File: src/rtl/cmpl_pkg.sv
package cmpl_pkg;

  // Phases of the completion waiter.
  typedef enum logic [1:0] {
    ST_IDLE  = 2'd0,
    ST_WAIT  = 2'd1,
    ST_QUIET = 2'd2
  } cw_state_e;

endpackage

File: src/rtl/cw_fsm.sv
module cw_fsm
  import cmpl_pkg::*;
(
  input  logic      clk,
  input  logic      rst_n,
  input  logic      clk_en,
  input  logic      mode_en,
  input  logic      cmpl_en,
  input  logic      no_irq,
  input  logic      cmd_sent,
  input  logic      abort,
  input  logic      cmd_in,
  input  logic      lock_done,
  output cw_state_e state_o,
  output logic      lock_start,
  output logic      cmpl_pulse
);

  cw_state_e st_q, st_d;
  logic      pulse_q;
  logic      arm_ok;

  // Wait is allowed only in the completion mode with the enable set and the
  // suppress bit clear.
  assign arm_ok = mode_en & cmpl_en & ~no_irq;

  always_comb begin
    st_d       = st_q;
    lock_start = 1'b0;
    if (clk_en) begin
      unique case (st_q)
        ST_IDLE: begin
          if (cmd_sent && arm_ok) begin
            st_d = ST_WAIT;
          end
        end
        ST_WAIT: begin
          if (abort) begin
            st_d = ST_IDLE;
          end else if (!cmd_in) begin
            st_d       = ST_QUIET;
            lock_start = 1'b1;
          end
        end
        ST_QUIET: begin
          if (lock_done) begin
            st_d = ST_IDLE;
          end
        end
        default: st_d = ST_IDLE;
      endcase
    end
  end

  always_ff @(posedge clk or negedge rst_n) begin
    if (!rst_n) begin
      st_q    <= ST_IDLE;
      pulse_q <= 1'b0;
    end else begin
      st_q    <= st_d;
      pulse_q <= lock_start;
    end
  end

  assign state_o    = st_q;
  assign cmpl_pulse = pulse_q;

  AST_ARM_BLOCKED: assert property (@(posedge clk) disable iff (!rst_n)
    (st_q == ST_IDLE && clk_en && cmd_sent && !(mode_en && cmpl_en && !no_irq))
      |=> (st_q == ST_IDLE));

  AST_ARM_TAKEN: assert property (@(posedge clk) disable iff (!rst_n)
    (st_q == ST_IDLE && clk_en && cmd_sent && mode_en && cmpl_en && !no_irq)
      |=> (st_q == ST_WAIT));

  AST_WAIT_HOLDS: assert property (@(posedge clk) disable iff (!rst_n)
    (st_q == ST_WAIT && !abort && cmd_in) |=> (st_q == ST_WAIT));

  AST_ABORT_WAIT: assert property (@(posedge clk) disable iff (!rst_n)
    (st_q == ST_WAIT && clk_en && abort) |=> (st_q == ST_IDLE && !pulse_q));

  AST_HOLD_NO_EN: assert property (@(posedge clk) disable iff (!rst_n)
    (!clk_en) |=> $stable(st_q));

  AST_PULSE_SINGLE: assert property (@(posedge clk) disable iff (!rst_n)
    pulse_q |=> !pulse_q);

  AST_PULSE_ENTRY: assert property (@(posedge clk) disable iff (!rst_n)
    pulse_q |-> (st_q == ST_QUIET));

endmodule

File: src/rtl/cw_lockout.sv
module cw_lockout #(
  parameter int QUIET_CYCLES = 7,
  parameter int DRIVE_CYCLES = 5
) (
  input  logic clk,
  input  logic rst_n,
  input  logic clk_en,
  input  logic in_quiet,
  input  logic lock_start,
  output logic lock_done,
  output logic drive_on
);

  localparam int CNT_W       = (QUIET_CYCLES > 1) ? $clog2(QUIET_CYCLES) : 1;
  localparam int LAST_IDX    = QUIET_CYCLES - 1;
  localparam int FLOAT_COUNT = QUIET_CYCLES - DRIVE_CYCLES;

  logic [CNT_W-1:0] cnt_q, cnt_d;

  always_comb begin
    cnt_d = cnt_q;
    if (lock_start) begin
      cnt_d = '0;
    end else if (in_quiet && clk_en && !lock_done) begin
      cnt_d = cnt_q + CNT_W'(1);
    end
  end

  always_ff @(posedge clk or negedge rst_n) begin
    if (!rst_n) begin
      cnt_q <= '0;
    end else begin
      cnt_q <= cnt_d;
    end
  end

  assign lock_done = (cnt_q == CNT_W'(LAST_IDX));
  assign drive_on  = in_quiet && (cnt_q >= CNT_W'(FLOAT_COUNT));

  AST_CNT_RANGE: assert property (@(posedge clk) disable iff (!rst_n)
    in_quiet |-> (cnt_q <= CNT_W'(LAST_IDX)));

  AST_CNT_STEP: assert property (@(posedge clk) disable iff (!rst_n)
    (in_quiet && clk_en && !lock_done && !lock_start)
      |=> (cnt_q == $past(cnt_q) + CNT_W'(1)));

  AST_CNT_FREEZE: assert property (@(posedge clk) disable iff (!rst_n)
    (!clk_en && !lock_start) |=> $stable(cnt_q));

endmodule

File: src/rtl/cw_drive.sv
module cw_drive
  import cmpl_pkg::*;
(
  input  logic      clk,
  input  logic      rst_n,
  input  cw_state_e state_i,
  input  logic      drive_on,
  output logic      cmd_oe,
  output logic      cmd_out,
  output logic      ready
);

  assign cmd_oe  = drive_on;
  assign cmd_out = drive_on;
  assign ready   = (state_i == ST_IDLE);

  AST_DRIVE_IN_LOCK: assert property (@(posedge clk) disable iff (!rst_n)
    cmd_oe |-> (state_i == ST_QUIET && !ready));

  AST_LEVEL_HIGH: assert property (@(posedge clk) disable iff (!rst_n)
    cmd_oe |-> cmd_out);

endmodule

File: src/rtl/cmd_cmpl_waiter.sv
module cmd_cmpl_waiter
  import cmpl_pkg::*;
#(
  parameter int QUIET_CYCLES = 7,
  parameter int DRIVE_CYCLES = 5
) (
  input  logic clk,
  input  logic rst_n,
  input  logic clk_en,
  input  logic mode_en,
  input  logic cmpl_en,
  input  logic no_irq,
  input  logic cmd_sent,
  input  logic abort,
  input  logic cmd_in,
  output logic cmd_oe,
  output logic cmd_out,
  output logic cmpl_pulse,
  output logic ready
);

  cw_state_e state;
  logic      lock_start;
  logic      lock_done;
  logic      drive_on;
  logic      in_quiet;

  assign in_quiet = (state == ST_QUIET);

  cw_fsm u_fsm (
    .clk        (clk),
    .rst_n      (rst_n),
    .clk_en     (clk_en),
    .mode_en    (mode_en),
    .cmpl_en    (cmpl_en),
    .no_irq     (no_irq),
    .cmd_sent   (cmd_sent),
    .abort      (abort),
    .cmd_in     (cmd_in),
    .lock_done  (lock_done),
    .state_o    (state),
    .lock_start (lock_start),
    .cmpl_pulse (cmpl_pulse)
  );

  cw_lockout #(
    .QUIET_CYCLES (QUIET_CYCLES),
    .DRIVE_CYCLES (DRIVE_CYCLES)
  ) u_lock (
    .clk        (clk),
    .rst_n      (rst_n),
    .clk_en     (clk_en),
    .in_quiet   (in_quiet),
    .lock_start (lock_start),
    .lock_done  (lock_done),
    .drive_on   (drive_on)
  );

  cw_drive u_drv (
    .clk      (clk),
    .rst_n    (rst_n),
    .state_i  (state),
    .drive_on (drive_on),
    .cmd_oe   (cmd_oe),
    .cmd_out  (cmd_out),
    .ready    (ready)
  );

  AST_BUSY_ON_PULSE: assert property (@(posedge clk) disable iff (!rst_n)
    cmpl_pulse |-> (!ready && !cmd_oe));

  AST_NO_WAIT_OFF_MODE: assert property (@(posedge clk) disable iff (!rst_n)
    (ready && !mode_en) |=> ready);

  AST_SENT_IGNORED: assert property (@(posedge clk) disable iff (!rst_n)
    (!ready && !cmpl_pulse && cmd_oe && clk_en && cmd_sent && !lock_done) |=> !ready);

endmodule

File: config.mk
export PLATFORM = sky130hd
export DESIGN_NAME = cmd_cmpl_waiter
export DESIGN_NICKNAME = d
export VERILOG_FILES = /design/src/rtl/cmpl_pkg.sv /design/src/rtl/cw_fsm.sv /design/src/rtl/cw_lockout.sv /design/src/rtl/cw_drive.sv /design/src/rtl/cmd_cmpl_waiter.sv
export SDC_FILE = /design/constraint.sdc
export NUM_CORES = 1
export LEC_CHECK = 0
export BUFFER_PORTS_ARGS = -buffer_cell sky130_fd_sc_hd__buf_2
export CAP_MARGIN = 20
export CORE_AREA = 5 5 42 44
export CTS_CLUSTER_SIZE = 25
export DETAILED_ROUTE_END_ITERATION = 10
export DIE_AREA = 0 0 47 49
export GPL_TIMING_DRIVEN = 0
export PLACE_DENSITY = 0.52
export SYNTH_ARGS = -nofsm -noshare
export SYNTH_HDL_FRONTEND = slang
export SYNTH_HIERARCHICAL = 1
export SYNTH_SLANG_ARGS = --single-unit
File: constraint.sdc
create_clock -name clk -period 1.6 [get_ports clk]
set_input_delay 0 -clock clk [delete_from_list [all_inputs] [get_ports clk]]
set_output_delay 0 -clock clk [all_outputs]
set_load 0.05 [all_outputs]
Yosys cells after proc, flatten, opt, wreduce, memory -nomap -nowiden
Index checks and enable logic that the tools add are counted.
Storage, ports and cells
  logic and storage cells: 33
  register bits after elaboration: 6
  output and inout port bits: 4
Cells by class
  bitwise operators: 3
  muxes and demuxes: 11
  reduce and logical (&&, ||, !) cells: 8
  equal/unequal tests: 6
  add/subtract/negate cells: 1
  magnitude comparators: 1
Operator list (count)
  $mux W2: 4
  $mux W3: 2
  $pmux W2 S3: 1
  $logic_and A1 B1 Y1: 4
  $mux W1: 4
  $reduce_and A4 Y1: 1
  $add A3 B1 Y3 const B: 1
  $eq A3 B3 Y1 const B: 1
  $ge A3 B2 Y1 const B: 1
  $ne A3 B3 Y1 const B: 1
  $and A1 B1 Y1: 2
  $eq A2 B1 Y1 const B: 1
  $eq A2 B2 Y1 const B: 1
  $logic_not A2 Y1: 1
  $ne A2 B1 Y1 const B: 1
  $ne A2 B2 Y1 const B: 1
  $reduce_bool A2 Y1: 1
  $logic_not A1 Y1: 1
  $not A1 Y1: 1

Logic depth before layout (Yosys ltp)
Gate-level depths: netlist of the first run.
  word-level depth: 5
  gate-level depth with buffers: 5
  depth with buffers taken out: 5

Cells and area by module
Netlist of the first run, hierarchy kept.
By module, submodules not included
  cw_lockout: seq. area each 75.1 um2, cells each 18, area each 186.4 um2, instances 1
  cw_fsm: seq. area each 75.1 um2, cells each 13, area each 150.1 um2, instances 1
  cw_drive: seq. area each 0.0 um2, cells each 3, area each 18.8 um2, instances 1
  cmd_cmpl_waiter: seq. area each 0.0 um2, cells each 1, area each 13.8 um2, instances 1

Worst setup path after synthesis of the first run
OpenSTA, ideal clock, no wires.
  path type: register to register
  start point: reg u_lock.cnt_q[0]
  end point: reg u_lock.cnt_q[0]
  cell stages (with the launch flop): 6
  setup slack: 309 ps
  arrival: 1214 ps
  cell sequence: dfrtp_1 -> inv_1 -> ha_1 -> and2_4 -> or3_1 -> a21oi_1
On the way
  word-level cells in the longest chain between the ends: 4
  elaborated cells on any way between the ends: 7
  those cells by class: 1 x add/sub; 1 x eq/ne; 2 x mux; 3 x reduce/logical
RTL lines
  start: declaration: RTL line cw_lockout.sv:18  | logic [CNT_W-1:0] cnt_q, cnt_d;
  start signal: assignment: RTL line cw_lockout.sv:33  | cnt_q <= cnt_d;
  $eq A3 B3 Y1: RTL line cw_lockout.sv:37  | assign lock_done = (cnt_q == CNT_W'(LAST_IDX));
  net lock_done: RTL line cmd_cmpl_waiter.sv:24  | logic lock_done;
  $logic_not A1 Y1: RTL line cw_lockout.sv:24  | end else if (in_quiet && clk_en && !lock_done) begin
  $logic_and A1 B1 Y1: RTL line cw_lockout.sv:24
  $reduce_bool A2 Y1 (no line)
The timed path passes the listed nets, and every way through them passes these cells. The select of a mux whose other input is x is not followed.
A chain may end at the register's enable or synchronous reset.

Final worst setup path of the first run
  start point: reg u_lock.cnt_q[0]
  end point: out cmd_out
On the way
  word-level cells in the longest chain between the ends: 2
RTL lines
  $ge A3 B2 Y1: RTL line cw_lockout.sv:38  | assign drive_on = in_quiet && (cnt_q >= CNT_W'(FLOAT_COUNT));
  $logic_and A1 B1 Y1: RTL line cw_lockout.sv:38
  end: declaration: RTL line cmd_cmpl_waiter.sv:17  | output logic cmd_out,
Every way passes these cells.

==> run summary, run 1 <==
Setup violations remaining at the end of the flow were counted as 0. For this run, design rule violations remaining after detail routing come to 0. The logic depth of the worst path, buffers included is 5. The total via count in the routed design came out at ~340.

In this run the power spent charging and discharging nets is ~0.0003 W. The die width is 47 um. The leakage component of the power came out at around 0.26 nW.

The worst clock skew is between 0.00015 and 0.0002 ns. The CTS tree is built. The total power of the final layout came out at between 0.0007 and 0.0008 W. The relative max-transition margin is 0.7519. The final global-route overflow total is 0. The wire length of the first global-routing pass is around 1.4 mm.

Setup repair after global routing left no endpoint under its margin. The number of buffers added on ports came out at 12. The via count of the first global-routing pass was between 300 and 400. The core footprint is roughly 1400 um^2. The repair_antennas step left the layout with diodes totalling 0. The final-report hold violation count is 0. The power density relative to cell area came out at about 1400 nW/um^2. The finished cells cover about 520 um^2. The maximum clock rate came out at 0.6548 GHz.

The critical path goes through inv_1 -> ha_1 -> o31a_2 -> buf_4 -> buf_2. The final period utilization is 0.9544. The register share of total power is 0.342.

CTS built an H-tree with a depth of 1. After detailed routing, the total wire length is roughly 910 um. The synthesized netlist cell count came out at 35. The worst hold path belongs to the class primary input to flip-flop. The worst hold path depth came out at 3. The mean area per synthesized cell came out at around 11 um^2. The die extent in y came out at roughly 49 um. The total cell area at the placement stage is around 450 um^2. The number of inserted filler cells in the final layout came out at 149. The clock buffer count from CTS came out at 3. In the global route stage, overall resource usage came out at 0.08575. The number of cells traversed by the worst register-to-register path is 5. Of the total power, the share spent switching nets is 0.4084. The initial utilization of the core area, before any placement, comes to 0.2634. The total negative slack for setup checks came out at 0 ns. The unique cell type count in the Yosys netlist is 22. The number of antenna violations at the first check in global routing is 0.

The share of total power dissipated in combinational logic is 0.462. The startpoint type of the worst setup path is a flip-flop. The total of warnings raised by yosys came out at 6. The largest single stage delay on the critical path is ~0.38 ns. The final non-filler cell total is 70. The register bit total from synthesis is 6.

The clock root buffer is clkbuf_4. The biggest area contributor in the post-synthesis netlist is dfrtp_1. Synthesis produced a netlist with a net count of 46. The slowest library cell on the worst path is dfrtp_1. The number of iterations in the first detailed-routing pass is 4. The worst setup path is captured at a primary output.

The smallest setup slack after layout is between 0.07 and 0.08 ns. Counting both buffers and inverters, the worst setup path holds a total of 3. The ratio of routed vias to standard cells came out at between 4 and 5. Once detailed placement completed, the half-perimeter wirelength came to approximately 660 um. The worst-skew pair later-pin latency came out at around 0.24 ns.

The maximum count of clock buffers along a single path came out at 2. The worst vdd rail ir drop is a little over 0.6 mV. The maximum number of pins on one net before global-route repair is 8.

The number of instances in the placed design is 63. The required time at the endpoint of the critical path came out at between 1.5 and 2 ns. Ranked by total cell area, the synthesized netlist is headed by dfrtp_1 (41%), and4bb_2 (6.8%), ha_1 (6.8%). The top fanout value on the critical path is 3. The number of rows in the core area is 14. The family of cells with the greatest summed delay on the critical path is buffers and inverters. The sequential share of the synthesized area is 0.4068. The slew at the pin closest to its max-slew limit is roughly 0.37 ns. The data arrival time at the worst-slack endpoint is 1.53 ns. The total die area is approximately 2300 um^2. The mapped netlist covers between 300 and 400 um^2. The power share of the clock group is 0.195.

For this block, the initial DRC count from the detailed router was 2. The average wire per standard cell is approximately 13 um. 13 I/O pins were placed.

The critical path in this run is classified as flip-flop to primary output. The worst slack after detailed placement is around 0.15 ns. The number of nets in the final layout is 67. The last weighted congestion value of the routability-driven placer came out at 0.7260. The run finished with clean final reports. The final-report max-slew violation count was 0.

The layout overhead on the synthesized area is 40.34%. Across the run, the number of max-cap violations was 0. The internal power of the cells totals around 0.00043 W. After clock tree synthesis, the clock-pin slew on the worst setup and hold paths is approximately 0.050 ns. The top-area cell type share of the netlist area is 0.4068. The fraction of final layout cells with drive strength greater than 1 came out at 0.4444.

The tree built by TritonCTS fans out to 6 sinks. The clock period minus worst slack came out at 1.527 ns. The remaining antenna violation count is 0.
[per-layer routing]
metal / vias up / global-route usage / part of all wire
li1: 167 / - / -
met1: 156 / 0.1031 / 0.42
met2: 14 / 0.1222 / 0.48
met3: 2 / 0.02214 / 0.090
met4: 0 / 0.06912 / 0.0055
met5: - / 0 / 0
[cells in the mapped netlist]
cell type  number
a31oi_1         1
ha_1            2
nand2b_1        1
or3_1           1
and2_4          1
a21oi_1         2
dfrtp_1         6
o21ai_0         3
nor4bb_1        1
nor3_1          1
nand4b_1        1
nand2_1         2
nor2b_4         1
nor2b_1         1
buf_4           2
o41ai_1         1
nor2_1          1
a21o_1          1
o31a_2          1
inv_1           2
and4bb_2        2
nor4_2          1
[placed cells by master (no fill, tap or decap), types with 2 or more instances in the layout]
| master | instances |
|---|---|
| buf_2 | 12 |
| dfrtp_1 | 6 |
| clkbuf_4 | 3 |
| dlygate4sd3_1 | 3 |
| buf_4 | 3 |
| o21ai_0 | 3 |
| inv_1 | 2 |
| a21oi_1 | 2 |
| and4bb_2 | 2 |
| nand2_1 | 2 |
| ha_1 | 2 |
[worst min-delay path, cell delays in order]
cell	delay, ns
buf_2	0.09
nand4b_1	0.08
nand2_1	0.05
[cell families (layout without fill, tap and decap cells)]
family,count (synthesis),in the layout,share of synthesized area
simple gates,14,14,0.3085
compound gates,9,9,0.1559
flops,6,6,0.4068
buf+inv,4,23,0.06101
fa+ha+maj,2,2,0.06779
[metrics by stage]
step	utilization	hold WS, ns
finish	0.3696	0.01775
global route	0.3696	0.01971
CTS	0.3580	0.007557
detailed placement	0.3205	-0.1631
global placement	0.3205	-0.1621
floorplan	-	-0.2956
[sequential cells by signal, indices dropped and copies added (netlist names)]
name and count:
u_lock/cnt_q 3, u_fsm/state_o 2, u_fsm/cmpl_pulse 1
[what timing repair did]
| item | CTS | global route |
|---|---|---|
| resized for setup | 0 | 1 |
| setup endpoints to repair | 0 | 3 |
| buffers inserted | 0 | 1 |
| hold endpoints to repair | 7 | 0 |
| hold buffers | 3 | 0 |
[power by group through the flow]
stage / Sequential [W] / Clock (W) / Combinational, W
floorplan: 0.000242 / 0 / 0.000248
global route: 0.000259 / 0.000159 / 0.000367
global placement: 0.000253 / 0 / 0.000306
detailed placement: 0.000254 / 0 / 0.000312
finish: 0.000251 / 0.000143 / 0.000339
CTS: 0.000251 / 0.000152 / 0.000320
[path summary, 6_finish.rpt]
check	start	to	slack, ns
max	u_lock/cnt_q[0]	cmd_out	0.07
min	cmd_sent	u_fsm/state_o[0]	0.02
max reg2reg	u_lock/cnt_q[0]	u_lock/cnt_q[0]	0.21
min reg2reg	u_fsm/state_o[1]	u_fsm/state_o[1]	0.60
max in group asynchronous	rst_n	u_lock/cnt_q[2]	1.34
min in group asynchronous	rst_n	u_fsm/state_o[0]	0.11
[final cells by class]
cell class                 count  area, um^2  area share
timing repair buffer          16       97.59      0.1884
tap                           16       20.02     0.03865
buffer                         2       15.01     0.02899
sequential                     6       150.1      0.2899
inverter                       2       7.507     0.01449
multi-input combinational     25       205.2      0.3961
clock buffer                   3       22.52     0.04348
Power figures use the tool's default switching activity.
==> inputs of run 2 (changes only) <==
--- a/config.mk
+++ b/config.mk
@@ -12,8 +12,8 @@
 export DETAILED_ROUTE_END_ITERATION = 10
 export DIE_AREA = 0 0 47 49
 export GPL_TIMING_DRIVEN = 0
-export PLACE_DENSITY = 0.52
+export PLACE_DENSITY = 0.5
+export SKIP_LAST_GASP = 1
 export SYNTH_ARGS = -nofsm -noshare
 export SYNTH_HDL_FRONTEND = slang
-export SYNTH_HIERARCHICAL = 1
 export SYNTH_SLANG_ARGS = --single-unit
==> run 2 against run 1 <==
Effect of this change:
- clock-buffer cell count did not move
- critical path depth fell by 2
- via count decreased by 5.0%
- area after synthesis shrank 4.4%
- final cell count fell by 4.3%
- worst setup slack improved by 0.18 ns
- sequential share of layout area is 2.9 points higher
- highest routed layer unchanged
==> run summary, run 2 <==
In this run, post-CTS repair resized a total of 0 instances. Buffers placed on the I/O ports in this run total 12. In this run the register-to-register setup slack is approximately 0.25 ns. The most common cell in the synthesized netlist is dfrtp_1. Traced cell by cell, the critical path runs through or4b_4 -> o22ai_2 -> nor3_1. The die width is ~47 um. The fraction of final layout cells with drive strength greater than 1 came out at 0.3922. For the worst setup path, the data required time is 1.73 ns. The total negative slack for setup checks came out at 0 ns. The total of warnings raised by yosys came out at 0. The ratio of routed vias to standard cells is about 4.8. The die extent in y is 49 um. Counting flops with a built-in enable in the synthesized netlist gives 0. The largest individual stage delay along the critical path comes from the cell or4b_4.

Together, buffers and inverters on the worst path number 0. The data arrival time at the worst-slack endpoint came out at between 1 and 1.5 ns. The via count of the first global-routing pass is 287. The flow ran to the end, and the final reports show no timing, DRC or antenna violations. In this run the worst path has a maximum fanout of 7. The biggest area contributor in the post-synthesis netlist is dfrtp_1. The detailed router placed 322 vias in this run.

The post-synth design cell area is 352.8 um^2. The maximum count of clock buffers along a single path is 2. The overall global routing resource usage is 0.06799. The power density relative to cell area came out at 1461 nW/um^2.

The final setup violation count is 0. After detailed routing, the number of remaining DRC violations is 0. The family of cells with the greatest summed delay on the critical path is simple AND/OR/NAND/NOR gates. In the synthesized netlist, the number of instances is 35. The proportion of register bits with asynchronous set or reset after synthesis is 1.000.

The critical path is of the flip-flop to flip-flop type. By area the synthesized netlist is led by dfrtp_1 (43%), ha_1 (7.1%), a21oi_1 (4.3%). The wire length of the first global-routing pass came out at 1.173 mm.

For this run, the leading register cell type out of synthesis is dfrtp_1. The count of routing violations after the opening detailed-route iteration came out at 9. The core utilization of the finished layout is 0.3357. Headroom to the max-slew limit came out at 0.8060. The element type at the critical path end is a flip-flop.

The I/O pin count came out at 13. The number of levels in the clock H-tree is 1. The final period utilization is 0.8449.

Row generation in the floorplan step produced 14 rows. STA classifies the critical path startpoint as a flip-flop. The average wire per standard cell came out at between 10 and 15 um.

The worst vdd rail ir drop is ~0.53 mV. Summed over all layers, the routed wires come to approximately 700 um. The total clock sinks is 6.

Synthesis inferred 6 register bits. The smallest setup slack after layout is about 0.25 ns. The number of cells traversed by the worst register-to-register path came out at 3. The initial utilization of the core area, before any placement, comes to 0.2518.

The clock period minus worst slack is around 1.4 ns. The final-report max-slew violation count is 0. The number of antenna violations at the first check in global routing is 0. The max capacitance violation total came out at 0. The number of buffers inserted by post-CTS setup repair came out at 0. The maximum number of pins on one net before global-route repair is 8. The total die area is between 2000 and 2500 um^2.

After clock tree synthesis, the clock-pin slew on the worst setup and hold paths is 0.05 ns. The maximum clock rate is 0.7398 GHz. The worst clock skew is 0.001484 ns. Counting flops per register, the top entry is u_lock.cnt_q.

The logic depth of the worst path, buffers included came out at 3. Setup repair after global routing left no endpoint under its margin. Sorting the synthesized cells by how often they occur yields dfrtp_1 (6), a21oi_1 (3), nor2_1 (3), o21ai_0 (3). The min-delay analysis places its worst path in the category primary input to flip-flop. After synthesis, the netlist uses 20 different library cells.

The slew at the pin closest to its max-slew limit came out at 0.2873 ns. The post-DP HPWL came out at 559.7 um. The final global-route overflow total is 0.

The top cell types in the final layout, fill and taps aside, are buf_2 (12), dfrtp_1 (6). The number of nets in the final layout came out at 64. The later pin in the worst-skew pair is clocked with a latency of around 0.24 ns. The worst slack after detailed placement is ~0.25 ns. The register with the most flip-flops in the layout has 3 of them. The top-area cell type share of the netlist area came out at 0.4255. The number of hold buffers added after cts is 1.

The leakage component of the power is ~0.23 nW. The worst hold path depth came out at 3. Compared with the post-synthesis result, the final layout area differs by 33.33%.

The total nets after synthesis came out at 46. The clock buffer count from CTS came out at 3. The core footprint is approximately 1400 um^2. The final-report hold violation count came to 0. The most common library cell in the layout ignoring fill and taps is buf_2. The remaining antenna violation count came out at 0. The cell sitting at the root of the clock tree is a clkbuf_4. The last weighted congestion value of the routability-driven placer came out at between 0.6 and 0.7. The diode insertion count for antenna repair is 0. After synthesis, the mean cell area works out to 10.08 um^2. The sequential share of the synthesized area came out at 0.4255. The biggest cell delay along the critical path is roughly 0.6 ns.

TritonCTS built the clock tree. The number of iterations in the first detailed-routing pass is 4.
## run 2: changes by cell type in the layout (fill, tap and decap cells not counted), sizes merged, moves of 2 or more
cell,change
nor2,+3
nor2b,-2
and4bb,-2
dlygate4sd3,-2
buf,-2
nor3b,+2
## run 2: area by class of cell
cell class,count,area [um^2]
plain buffers,1,7.507
fillers,158,930.9
multi-input cells,26,192.7
repair buffers,13,70.07
flip-flops and latches,6,150.1
inverters,2,7.507
well taps,16,20.02
clock buffers,3,22.52
## run 2: tightest hold or removal path: stages
cell and delay, ns:
buf_2 0.09, nand4b_1 0.07, o41ai_1 0.06
## run 2: final timing paths
path                                     to        startpoint
max                         u_lock.cnt_q[1]  u_fsm.state_o[1]
min                        u_fsm.state_o[0]          cmd_sent
max reg2reg                 u_lock.cnt_q[1]  u_fsm.state_o[1]
min reg2reg                 u_lock.cnt_q[0]   u_lock.cnt_q[0]
max in group asynchronous  u_fsm.state_o[0]             rst_n
min in group asynchronous   u_lock.cnt_q[0]             rst_n
## run 2: cells by family (layout without fill, tap and decap cells)
kind of cell    count (synthesis)  in the layout  synth area share
buf+inv                         3             19           0.04257
compound gates                  9              9            0.1666
flops                           6              6            0.4255
fa+ha+maj                       2              2           0.07091
simple gates                   15             15            0.2943
## run 2: power by group
part	switching [W]	leakage (nW)	internal, W
clock network	0.0000545	0.0138	0.0000848
logic	0.000177	0.143	0.000112
registers	0.0000588	0.0779	0.000200
total	0.000291	0.234	0.000397
## run 2: metrics by stage
step | hold WS [ns] | instance area [um^2] | total power (W) | instances
finish | 0.02819 | 470.5 | 0.0006873 | 67
global route | 0.03791 | 470.5 | 0.0007373 | 67
CTS | 0.03092 | 470.5 | 0.0006989 | 67
detailed placement | -0.1674 | 437.9 | 0.0005514 | 63
global placement | -0.1643 | 437.9 | 0.0005483 | 63
floorplan | -0.2956 | 357.8 | 0.0004778 | 35
## run 2: metal layers
layer,GRT usage,part of all wire
met4,0.02765,0.021
met2,0.09050,0.43
met1,0.09620,0.47
met3,0.02583,0.073
met5,0,0
==> inputs of run 3 (changes only) <==
--- a/config.mk
+++ b/config.mk
@@ -5,6 +5,7 @@
 export SDC_FILE = /design/constraint.sdc
 export NUM_CORES = 1
 export LEC_CHECK = 0
+export ABC_AREA = 1
 export BUFFER_PORTS_ARGS = -buffer_cell sky130_fd_sc_hd__buf_2
 export CAP_MARGIN = 20
 export CORE_AREA = 5 5 42 44
@@ -12,7 +13,7 @@
 export DETAILED_ROUTE_END_ITERATION = 10
 export DIE_AREA = 0 0 47 49
 export GPL_TIMING_DRIVEN = 0
-export PLACE_DENSITY = 0.5
+export PLACE_DENSITY = 0.52
 export SKIP_LAST_GASP = 1
 export SYNTH_ARGS = -nofsm -noshare
 export SYNTH_HDL_FRONTEND = slang
==> constraint.sdc (replaced) <==
create_clock -name clk -period 1.3 [get_ports clk]
set_input_delay 0 -clock clk [delete_from_list [all_inputs] [get_ports clk]]
set_output_delay 0 -clock clk [all_outputs]
set_load 0.05 [all_outputs]
==> run 3 against run 2 <==
Effect of this change:
- power rose by 27%
- sequential share of layout area fell by 3.2 points
- non-clock buffer count increased by 3
- combinational power increased by 27%
- largest power group unchanged
==> run summary, run 3 <==
The run finished with clean final reports. For this run, the top clock speed supported by timing is between 0.8 and 0.9 GHz. The via count of the first global-routing pass is about 280. The worst setup slack for register-to-register paths is ~0.08 ns. The maximum count of clock buffers along a single path came out at 2.

The cell internal power dissipation is around 0.00050 W. The startpoint type of the worst setup path is a flip-flop. The congestion estimate from routability-driven global placement came to between 0.7 and 0.8. The total area of sequential cells is ~150 um^2.

The number of iterations in the first detailed-routing pass is 2. Setup violations remaining at the end of the flow were counted as 0. The commonest cells after synthesis are inv_1 (8), nand2_1 (8), dfrtp_1 (6), nand3_1 (6), nor2_2 (4). The number of flops mapped to enable cells by yosys came out at 0.

The register clock-pin slew on the reported worst setup and hold paths came out at roughly 0.05 ns. CTS placed an instance of clkbuf_4 at the clock tree root. The switching fraction of total power came out at 0.4308. During placement, the flow inserted port buffers numbering 12. The relative max-transition margin came out at 0.8348. The DRC violation count after routing came out at 0. The top fanout value on the critical path is 3. The number of placed instances, taps included, is 76. The final routed wirelength across all metal layers came out at around 770 um. The worst register-to-register path ends at u_lock.cnt_q[0].

Sorting the synthesized cells by area gives the leading types as dfrtp_1 (40%), nand3_1 (8.1%), inv_1 (8.1%). The unique cell type count in the Yosys netlist is 16. The power share of the clock group came out at 0.199. The clock buffer count from CTS is 3. The overall global routing resource usage is 0.06794.

The ratio of routed vias to standard cells came out at about 4.3. The number of levels in the clock H-tree is 1. The core footprint is between 1000 and 1500 um^2. The final non-filler cell total is between 80 and 90.

Counting I/O delays and the setup requirement, the final critical path takes roughly 1.2 ns. The layout overhead on the synthesized area came out at 41.75%. Clock latency on the worst-skew pair, taken at its later pin, is between 0.2 and 0.3 ns.

The max capacitance violation total came out at 0. The count of routing violations after the opening detailed-route iteration came out at 2. The required time at the endpoint of the critical path is approximately 1.3 ns. In the final layout, the share of cells above drive strength 1 is 0.4925. Across the routed clock network, the largest skew measured is about 0.005 ns. Summed over all instances, the cell type with the most area after synthesis is dfrtp_1. The total die area came out at 2303 um^2.

The final-report hold violation count came out at 0. The number of cells traversed by the worst register-to-register path came out at 8. In this run the remaining antenna-violating nets after routing total 0. The power dissipated by switching net loads is 0.0003762 W. The number of nets in the final layout came out at 80. The class of the most critical setup path is flip-flop to primary output. The final period utilization is 0.9474. The critical path starts at u_fsm.state_o[1]. TritonCTS built the clock tree. The min-delay analysis places its worst path in the category primary input to asynchronous set/reset pin. Following the worst setup path forward leads to its endpoint at cmd_out. Of the total power, combinational logic draws 0.421. After technology mapping, the gate count stands at between 40 and 50. Leaving out fill and tap cells, the most frequent cell in the layout is buf_2. The first global-routing pass estimated between 1 and 1.5 mm of wire.

Once routing completed, OpenROAD measured the worst setup slack at just under 0.07 ns. The number of inserted filler cells in the final layout is 169. The worst slack after detailed placement came out at around 0.034 ns. The tree built by TritonCTS fans out to 6 sinks. STA classifies the critical path endpoint as a primary output. The repair_antennas step left the layout with diodes totalling 0. The final route contains around 360 vias.

The die is ~49 um tall. The most used flip-flop cell after synthesis is dfrtp_1. The total of warnings raised by yosys is 0. At the pin with the least slew margin, the transition time is 0.2495 ns.

In the layout the commonest cells are buf_2 (11), nand2_1 (8), inv_1 (6), nand3_1 (6), dfrtp_1 (5). Entering global routing, the biggest net connects 8 pins. The number of rows in the core area came out at 14. Setup repair after global routing could not meet its margin everywhere. A synthesized cell averages 7.742 um^2. The data arrival time at the worst-slack endpoint came out at between 1 and 1.5 ns. The post-synth design cell area is approximately 370 um^2. The share of synthesized area in the top cell type comes to 0.4040.

The starting density of the core came out at 0.2652. The number of flip-flops under the largest register name came out at 3. The sequential share of the synthesized area came out at 0.4040.

In this run the power density over the cells is between 1500 and 2000 nW/um^2. In the synthesized netlist the async set-or-reset flop fraction comes to 1.000. The register with the highest flop count is u_lock.cnt_q. Of the total power, registers draw 0.380. The startpoint identified for the worst register-to-register timing path is u_lock.cnt_q[0]. The register bit total from synthesis came out at 6. The final-report max-slew violation count came to 0. After detailed routing, the average wire length per cell comes to 9.265 um. The number of antenna violations at the first check in global routing is 0. In this run the static leakage power is about 0.30 nW. The final global-route overflow total is 0. The die width came out at around 47 um. The post-DP HPWL is about 600 um.

Across the VDD grid, the largest voltage drop is about 0.9 mV. 13 I/O pins were placed. Summing all multi-input logic gate instances after layout gives around 190 um^2. The total nets after synthesis is 59.
[run 3: cell type report]
type / count / share of cell area
Timing Repair Buffer: 16 / 0.1876
Inverter: 9 / 0.06413
Sequential cell: 6 / 0.2874
Clock buffer: 3 / 0.04276
Multi-Input combinational cell: 32 / 0.3658
Buffer: 1 / 0.01425
Tap cell: 16 / 0.03800
[run 3: timing repair]
item | 4_1_cts | 5_1_grt
hold buffers | 1 | 0
setup endpoints to repair | 1 | 4
setup buffers | 0 | 3
pin swaps | 0 | 2
hold endpoints to repair | 6 | 0
gates resized for setup | 1 | 5
[run 3: kinds of logic after synthesis]
group / after synthesis / synth area share
compound gates: 2 / 0.02691
xor+xnor: 1 / 0.02357
fa+ha+maj: 2 / 0.06733
buf+inv: 10 / 0.1111
flops: 6 / 0.4040
simple gates: 27 / 0.3670
[run 3: critical path, cell delays in order (launching register included)]
cell	delay, ns
dfrtp_1	0.38
inv_1	0.10
nor3_2	0.20
buf_4	0.13
buf_4	0.18
[run 3: power groups by stage]
stage               registers [W]  clock network [W]  logic (W)
floorplan                0.000318                  0   0.000277
CTS                      0.000328           0.000178   0.000352
detailed placement       0.000331                  0   0.000348
global placement         0.000328                  0   0.000343
finish                   0.000332           0.000174   0.000368
global route             0.000347           0.000200   0.000406
[run 3: through the flow]
stage / power [W] / util / setup TNS [ns] / area (um^2) / hold WS (ns)
after global placement: 0.0006707 / 0.3277 / 0 / 459.2 / -0.1697
after detailed placement: 0.0006784 / 0.3277 / 0 / 459.2 / -0.1687
after global routing: 0.0009532 / 0.3759 / -0.01107 / 526.8 / 0.1144
after floorplan: 0.0005942 / - / -0.1756 / 379.1 / -0.2956
after CTS: 0.0008579 / 0.3527 / 0 / 494.2 / 0.09734
final: 0.0008733 / 0.3759 / 0 / 526.8 / 0.09748
[run 3: routing by layer]
metal	track usage	vias up	wire length, um
met1	0.07813	158	322
met4	0.01382	0	0
met5	0	-	0
met2	0.09050	13	344
li1	-	186	-
met3	0.06642	0	102
[run 3: how the worst min path moves through the flow]
stage	depth (start not counted)	endpoint	startpoint	slack, ns
after floorplan	0	u_fsm.cmpl_pulse	rst_n	-0.30
after global placement	1	u_lock.cnt_q[1]	rst_n	-0.17
after detailed placement	1	u_lock.cnt_q[0]	rst_n	-0.17
after CTS	2	u_lock.cnt_q[0]	rst_n	0.1
after global routing	2	u_lock.cnt_q[0]	rst_n	0.11
final	2	u_lock.cnt_q[0]	rst_n	0.1
